<file path="config.mk">
export PLATFORM = sky130hd
export DESIGN_NAME = efm_phase_det
export DESIGN_NICKNAME = d
export VERILOG_FILES = /design/src/rtl/efm_pd_pkg.sv /design/src/rtl/efm_clk_div.sv /design/src/rtl/efm_edge_sync.sv /design/src/rtl/efm_pulse_shaper.sv /design/src/rtl/efm_phase_det.sv
export SDC_FILE = /design/constraint.sdc
export NUM_CORES = 1
export LEC_CHECK = 0
export ABC_AREA = 1
export BUFFER_PORTS_ARGS = -buffer_cell sky130_fd_sc_hd__buf_2
export CAP_MARGIN = 20
export CORE_ASPECT_RATIO = 2
export CORE_UTILIZATION = 39
export DETAILED_ROUTE_END_ITERATION = 10
export PLACE_DENSITY_LB_ADDON = 0.05
export SETUP_SLACK_MARGIN = 0.4
export SLEW_MARGIN = 20
export SYNTH_ARGS = -nofsm -noshare
export SYNTH_HDL_FRONTEND = slang
export SYNTH_SLANG_ARGS = --single-unit
</file>
<file path="constraint.sdc">
create_clock -name clk -period 2.5 [get_ports clk]
set_input_delay 0.625 -clock clk [delete_from_list [all_inputs] [get_ports clk]]
set_output_delay 0.625 -clock clk [all_outputs]
set_load 0.02 [all_outputs]
</file>
<file path="src/rtl/efm_pd_pkg.sv">
package efm_pd_pkg;

    // Width of all cycle-count fields; limits DIV_RATIO to below 2**SPAN_W / 2.
    localparam int SPAN_W = 8;

    typedef logic [SPAN_W-1:0] span_t;

    // Position of an EFM transition relative to the recovered-clock rising edge.
    typedef enum logic [1:0] {
        PH_ALIGN = 2'd0,
        PH_EARLY = 2'd1,   // recovered clock ahead of data
        PH_LATE  = 2'd2    // recovered clock behind data
    } phase_kind_e;

    // One correction pulse: counter start value and the span in which it drives.
    typedef struct packed {
        span_t total;
        span_t active;
    } pulse_cmd_t;

    typedef struct packed {
        pulse_cmd_t up;
        pulse_cmd_t dn;
    } pulse_pair_t;

    function automatic phase_kind_e classify_phase(input span_t phase, input span_t half);
        if (phase == '0)
            return PH_ALIGN;
        else if (phase < half)
            return PH_EARLY;
        else
            return PH_LATE;
    endfunction

    // Pulse shapes for both controls, given the phase class.
    function automatic pulse_pair_t shape_pulses(input phase_kind_e kind, input span_t phase,
                                                 input span_t half, input span_t div);
        pulse_pair_t r;
        span_t       wait_c;
        wait_c = div - phase;
        unique case (kind)
            PH_EARLY: begin
                r.up.total  = half;
                r.up.active = half;
                r.dn.total  = phase + half;
                r.dn.active = phase + half;
            end
            PH_LATE: begin
                r.up.total  = wait_c + half;
                r.up.active = wait_c + half;
                r.dn.total  = wait_c + half;
                r.dn.active = half;
            end
            default: begin
                r.up.total  = half;
                r.up.active = half;
                r.dn.total  = half;
                r.dn.active = half;
            end
        endcase
        return r;
    endfunction

endpackage

</file>
<file path="src/rtl/efm_clk_div.sv">
module efm_clk_div
    import efm_pd_pkg::*;
#(
    parameter int DIV_RATIO = 4
) (
    input  logic  clk,
    input  logic  rst,
    output logic  bclk,
    output span_t phase
);
    localparam int    CNT_W  = (DIV_RATIO > 2) ? $clog2(DIV_RATIO) : 1;
    localparam int    HALF   = DIV_RATIO / 2;
    localparam span_t HALF_S = span_t'(HALF);

    logic [CNT_W-1:0] cnt_q;
    span_t            cnt_w;

    always_ff @(posedge clk) begin
        if (rst)
            cnt_q <= '0;
        else if (cnt_q == CNT_W'(DIV_RATIO - 1))
            cnt_q <= '0;
        else
            cnt_q <= cnt_q + 1'b1;
    end

    always_comb begin
        cnt_w = span_t'(cnt_q);
        bclk  = (cnt_w >= HALF_S);
        // cycles since bclk rose, modulo DIV_RATIO
        phase = (cnt_w >= HALF_S) ? (cnt_w - HALF_S) : (cnt_w + HALF_S);
    end

endmodule

</file>
<file path="src/rtl/efm_edge_sync.sv">
module efm_edge_sync #(
    parameter int STAGES = 2
) (
    input  logic clk,
    input  logic rst,
    input  logic din,
    output logic edge_evt
);
    // STAGES synchroniser flops plus one history flop for the edge compare
    logic [STAGES:0] pipe_q;

    always_ff @(posedge clk) begin
        if (rst)
            pipe_q <= '0;
        else
            pipe_q <= {pipe_q[STAGES-1:0], din};
    end

    assign edge_evt = pipe_q[STAGES] ^ pipe_q[STAGES-1];

endmodule

</file>
<file path="src/rtl/efm_pulse_shaper.sv">
module efm_pulse_shaper
    import efm_pd_pkg::*;
(
    input  logic       clk,
    input  logic       rst,
    input  logic       clr,
    input  logic       load,
    input  pulse_cmd_t cmd,
    output logic       on
);
    span_t remain_q;
    span_t act_q;

    always_ff @(posedge clk) begin
        if (rst || clr) begin
            remain_q <= '0;
            act_q    <= '0;
        end else if (load) begin
            remain_q <= cmd.total;
            act_q    <= cmd.active;
        end else if (remain_q != '0) begin
            remain_q <= remain_q - 1'b1;
        end
    end

    // drives during the last act_q cycles of the count
    assign on = (remain_q != '0) && (remain_q <= act_q);

endmodule

</file>
<file path="src/rtl/efm_phase_det.sv">
module efm_phase_det
    import efm_pd_pkg::*;
#(
    parameter int DIV_RATIO   = 4,
    parameter int SYNC_STAGES = 2
) (
    input  logic clk,
    input  logic rst,
    input  logic efm_in,
    input  logic hold_n,
    output logic bclk,
    output logic up_n,
    output logic up_oe,
    output logic dn,
    output logic dn_oe
);
    localparam span_t HALF_S  = span_t'(DIV_RATIO / 2);
    localparam span_t DIV_S   = span_t'(DIV_RATIO);
    localparam int    N_PUMPS = 2;   // index 0: up, index 1: down

    span_t       phase;
    logic        efm_evt;
    phase_kind_e kind;
    pulse_pair_t pair;
    pulse_cmd_t  cmd  [N_PUMPS];
    logic        pump [N_PUMPS];
    logic        load;

    efm_clk_div #(.DIV_RATIO(DIV_RATIO)) u_div (
        .clk   (clk),
        .rst   (rst),
        .bclk  (bclk),
        .phase (phase)
    );

    efm_edge_sync #(.STAGES(SYNC_STAGES)) u_sync (
        .clk      (clk),
        .rst      (rst),
        .din      (efm_in),
        .edge_evt (efm_evt)
    );

    always_comb begin
        kind   = classify_phase(phase, HALF_S);
        pair   = shape_pulses(kind, phase, HALF_S, DIV_S);
        cmd[0] = pair.up;
        cmd[1] = pair.dn;
        load   = efm_evt && hold_n;
    end

    for (genvar g = 0; g < N_PUMPS; g++) begin : g_pump
        efm_pulse_shaper u_shaper (
            .clk  (clk),
            .rst  (rst),
            .clr  (!hold_n),
            .load (load),
            .cmd  (cmd[g]),
            .on   (pump[g])
        );
    end

    always_comb begin
        up_oe = hold_n && pump[0];
        dn_oe = hold_n && pump[1];
        up_n  = !up_oe;
        dn    = dn_oe;
    end

endmodule

</file>
==> impl_metrics.toml, run 1 <==
[run_status]
status = "completed"

[clocking]
clockBufferDepth = 2
cts_tree = "done"
htreeDepth = 2
clk_pin_slew_ns = 0.05
hold_buffers = 0
cts_made_buffers = 5
clk_latency_ns = 0.27
root_buffer = "clkbuf_16"
cts_sinks = 34

[final_layout]
n_antenna_cell = 0
final_net_count = 389
final_common_cell = "nand2_1"
seq_area_um2 = 716
drive_gt1_share_pct = 29.0
n_fill_cell = 597
area_growth_pct = 25.1
design_area_mm2 = 0.00290
final_cell_mix = "nand2_1 (69), nor2_1 (40), inv_1 (39)"
multi_input_area_mm2 = 0.00165

[floorplanning]
die_y_um = 111
start_util_pct = 40.6
ios = 9
die_area_mm2 = 0.00627
core_mm2 = 0.00571
die_x_um = 56.5
rows = 39

[timing]
slew_viol_final = 0
tns_ns = 0
rsz0062_at_grt = "true"
skew_ns = 0.00351
fin_crit_sh_pct = 88.3
fmax_ghz = 0.453
worst_slack_ns = 0.292
period_minus_slack_ns = 2.21
hold_viol = 0
setup_viol = 0
worst_pin_slew_ns = 0.527
relSlewSlack_pct = 64.8

[logic_synthesis]
seq_area_frac_synth_pct = 29.4
synth_nets = 374
yosys_warnings = 0
syn_area_per_cell_um2 = 6.84
ys_ff_latch = 34
ys_types = 25
syn_inst = 339
syn_area_mm2 = 0.00232

[routing]
drtIter0Drc = 66
wl_mm = 5.96
route.detailed.drc = 0
firstDrtPassIters = 4
dr_total_vias = 2124
wire_per_inst_um = 14.3
antenna_left = 0
routed_via_density = 5.11

[global_route]
antenna_found_initial = 0
grt.overflow.total = 0
grt_pass1_wl_mm = 9.89
grt_max_degree = 29
grt_pass1_vias = 2117
grt_usage_pct = 20.3

[place]
numPortBuffers = 8
place_area_mm2 = 0.00240
gp_congestion = 0.860
pre_cts_ws_ns = 0.272
hpwl_mm = 4.46

[critical_path]
critPathKind = "flip-flop to primary output"
worst_ep_arrival_time_ns = 1.58
required_ns = 1.88
crit_path_max_fanout = 2
startpoint_type = "flip-flop"
end_kind = "primary output"

[power]
switchingPower_w = 0.00193
power_density_mw_per_mm2 = 1430
p_clk_share_pct = 14.8
comb_power_share_pct = 63.8
power.internal_w = 0.00222
swShare_pct = 46.4
p_seq_share_pct = 21.4
leakage_nw = 1.32
vdd_drop_max_mv = 0.802

[worst_hold_path]
hp-class = "flip-flop to flip-flop"

[run]
maxCapViolCount = 0
[synth_stat cells, drive strengths merged]
cell | instances | share of area [%]
nand2 | 83 | 15
inv | 52 | 8.4
nor2 | 49 | 9.0
dfxtp | 34 | 29
a21oi | 31 | 6.7
ha | 31 | 17
nand3 | 21 | 4.5
o21ai | 15 | 3.2
buf | 6 | 1.9
nand4 | 5 | 1.3
a31oi | 3 | 0.81
nor3 | 2 | 0.43
o21a | 2 | 0.65
o21bai | 2 | 0.65
a211oi | 1 | 0.32
nor3b | 1 | 0.32
xor2 | 1 | 0.38
[cells by family after synthesis]
family | share of synthesized area [%]
AOI/OAI and AO/OA | 12.4
xor gates and xnor gates | 0.378
adders and majority gates | 16.7
buffers and inverters | 10.3
DFF | 29.4
and+or+nand+nor | 30.8
[per-stage QoR]
stage	hold WS [ns]	power, W	cells	utilization [%]
6_report	0.417	0.00415	416	50.8
5_1_grt	0.433	0.00454	416	50.8
4_1_cts	0.422	0.00389	413	48.5
3_5_place_dp	0.409	0.00296	403	42.1
3_3_place_gp	0.409	0.00296	403	42.1
2_1_floorplan	0.388	0.00250	339	-
[path summary, 6_finish.rpt]
path / from / endpoint / slack [ns] / depth (start not counted)
max: g_pump[0].u_shaper.act_q[6]$_SDFFE_PP0P_ / up_oe / 0.29 / 7
min: u_sync.pipe_q[0]$_SDFF_PP0_ / u_sync.pipe_q[1]$_SDFF_PP0_ / 0.42 / 2
max reg2reg: u_div.cnt_q[0]$_SDFF_PP0_ / g_pump[1].u_shaper.remain_q[3]$_SDFFE_PP0P_ / 0.54 / 14
min reg2reg: u_sync.pipe_q[0]$_SDFF_PP0_ / u_sync.pipe_q[1]$_SDFF_PP0_ / 0.42 / 2
[routing by layer]
layer  routed length [um]  share of wire, %  track usage (%)  up-vias
li1                     -                 -                -     1113
met1                 2320                39             20.8      976
met2                 3380                57             39.0       23
met3                   62               1.0             1.75       12
met4                  205               3.4             9.92        0
met5                    0                 0                0        -
[sequential cells by signal, indices dropped and copies added (netlist names)]
name	cells
g_pump.u_shaper.remain_q	16
u_sync.pipe_q	3
g_pump.u_shaper.act_q	13
u_div.cnt_q	2
[power by group through the flow]
| stage | combinational, W | clock (W) | sequential [W] |
|---|---|---|---|
| 2_1_floorplan | 0.00172 | 0 | 0.000776 |
| 3_3_place_gp | 0.00213 | 0 | 0.000834 |
| 3_5_place_dp | 0.00213 | 0 | 0.000830 |
| 4_1_cts | 0.00238 | 0.000629 | 0.000880 |
| 5_1_grt | 0.00298 | 0.000658 | 0.000907 |
| 6_report | 0.00265 | 0.000613 | 0.000887 |
[area by class of cell]
| class | instances | area share [%] |
|---|---|---|
| Sequential cell | 34 | 24.7 |
| Timing Repair Buffer | 14 | 3.54 |
| Inverter | 52 | 6.99 |
| Multi-Input combinational cell | 247 | 57.1 |
| Tap cell | 61 | 2.63 |
| Clock buffer | 7 | 4.92 |
| Clock inverter | 1 | 0.173 |
[worst max-delay path, stage by stage, from the launching register on]
cell and delay (ns):
dfxtp_2 0.35, inv_4 0.05, ha_4 0.26, nand2_4 0.04, nor2_4 0.12, nand4_1 0.16
a21oi_2 0.17, buf_4 0.15
[timing repair]
action | in CTS | in global routing
pin swaps | 23 | 13
buffers inserted | 2 | 3
endpoints found under the setup margin | 10 | 17
gates resized for setup | 59 | 27
gates cloned | 0 | 0
(Power assumes the default switching activity.)
==> run 2: changes to the inputs <==
- CORE_ASPECT_RATIO: 2 -> 0.9
==> impl_metrics.toml, run 2 (synthesis gave the netlist of run 1 again) <==
[final_layout]
regMostFlops = "g_pump.u_shaper.remain_q"
n_antenna_cell = 0
final_common_cell = "nand2_1"
final_util_pct = 49.7
area_growth_pct = 22.1
drive_gt1_share_pct = 28.6
largest_reg_flops = 16
largest_registers = "g_pump.u_shaper.remain_q: 16 flops, g_pump.u_shaper.act_q: 13 flops, u_sync.pipe_q: 3 flops"
final_cell_mix = "nand2_1 (72), nor2_1 (39), inv_1 (37)"
final_net_count = 387

[floorplanning]
core_mm2 = 0.00569
die_x_um = 83.3
die_y_um = 75.1
die_area_mm2 = 0.00625
rows = 26
ios = 9
start_util_pct = 40.7

[timing]
slew_viol_final = 0
tns_ns = 0
hold_viol = 0
fmax_ghz = 0.453
worst_pin_slew_ns = 0.555
holdWs_ns = 0.410
skew_ns = 0.00993
period_minus_slack_ns = 2.21
setup_viol = 0
relSlewSlack_pct = 63.0
worst_slack_ns = 0.294
fin_crit_sh_pct = 88.2
rsz0062_at_grt = "true"

[critical_path]
required_ns = 1.88
worst_ep_arrival_time_ns = 1.58
path_cells = "inv_2, ha_4, a21oi_1, o21a_1, nand2_1, a21oi_2, buf_4"
end_kind = "primary output"
critPathKind = "flip-flop to primary output"
crit_path_max_fanout = 2
startpoint_type = "flip-flop"
crit_path_top_delay_cell = "dfxtp_2"
slowest_delay_ns = 0.33
r2r_start = "u_div.cnt_q[0]$_SDFF_PP0_"
crit_start = "g_pump[1].u_shaper.act_q[5]$_SDFFE_PP0P_"

[place]
numPortBuffers = 8
gp_congestion = 0.802
hpwl_mm = 4.09
pre_cts_ws_ns = 0.409

[global_route]
grt.overflow.total = 0
grt_usage_pct = 18.7
use_met1_pct = 27.2
gr-usage-met3_pct = 3.29
grt_pass1_vias = 1784
grt_pass1_wl_mm = 9.08
grt.busiest_layer = "met2"
use_met2_pct = 29.3
antenna_found_initial = 0
grt_max_degree = 29

[clocking]
clockBufferDepth = 2
hold_buffers = 0
cts_made_buffers = 5
clk_pin_slew_ns = 0.08
htreeDepth = 2
root_buffer = "clkbuf_8"
cts_tree = "done"
clk_latency_ns = 0.29
cts_sinks = 34

[run_status]
status = "completed"

[routing]
wire_per_inst_um = 13.2
firstDrtPassIters = 4
route.detailed.drc = 0
wl_mm = 5.58
routed_via_density = 4.90
drtIter0Drc = 166
dr_total_vias = 2072
antenna_left = 0

[power]
vdd_drop_max_mv = 0.925
power_density_mw_per_mm2 = 1360
leakage_nw = 1.29

[run]
maxCapViolCount = 0

[worst_hold_path]
min_from = "u_sync.pipe_q[0]$_SDFF_PP0_"
hp-class = "flip-flop to flip-flop"
==> run 2: final timing paths <==
path,to,slack (ns),cells after the start
max reg2reg,g_pump[1].u_shaper.remain_q[6]$_SDFFE_PP0P_,0.58,13
min,u_sync.pipe_q[1]$_SDFF_PP0_,0.41,2
max,dn,0.29,7
min reg2reg,u_sync.pipe_q[1]$_SDFF_PP0_,0.41,2
==> run 2: layout make-up <==
class                   count  area (um2)
clock inverters             3        40.0
inverters                  52         198
flip-flops and latches     34         718
clock buffers               5        68.8
repair buffers             12        87.6
multi-input cells         247        1630
fillers                   565        2860
well taps                  70        87.6
==> run 2: layer usage <==
layer / vias up / wire (um)
met3: 2 / 174
li1: 1109 / -
met1: 934 / 3010
met2: 27 / 2370
met4: 0 / 22
met5: - / 0
==> run 2: report_power, final <==
part | switching [W] | internal, W
Combinational | 0.00143 | 0.00101
Sequential | 0.000191 | 0.000696
Clock | 0.000214 | 0.000294
==> run 2: critical path: cells and delay by family (launching register included) <==
family,cells,cell delay [ns]
AND/OR/NAND/NOR,1,0.06
AO/OA/AOI/OAI,3,0.46
adder cells (fa/ha/maj),1,0.20
buffers and inverters,2,0.24
flip-flops,1,0.33
==> run 2: stage by stage <==
step	instance area, um2	instances	total power [W]
after floorplan	2320	339	0.00250
after global placement	2420	413	0.00293
after detailed placement	2420	413	0.00292
after CTS	2790	423	0.00376
after global routing	2830	423	0.00422
final	2830	423	0.00384
==> run 2: repair_timing <==
item	4_1_cts	5_1_grt
endpoints found under the setup margin	7	14
endpoints found under the hold margin	0	0
pin swaps	28	9
gates cloned	0	0
buffers inserted	2	0
resized for setup	64	15
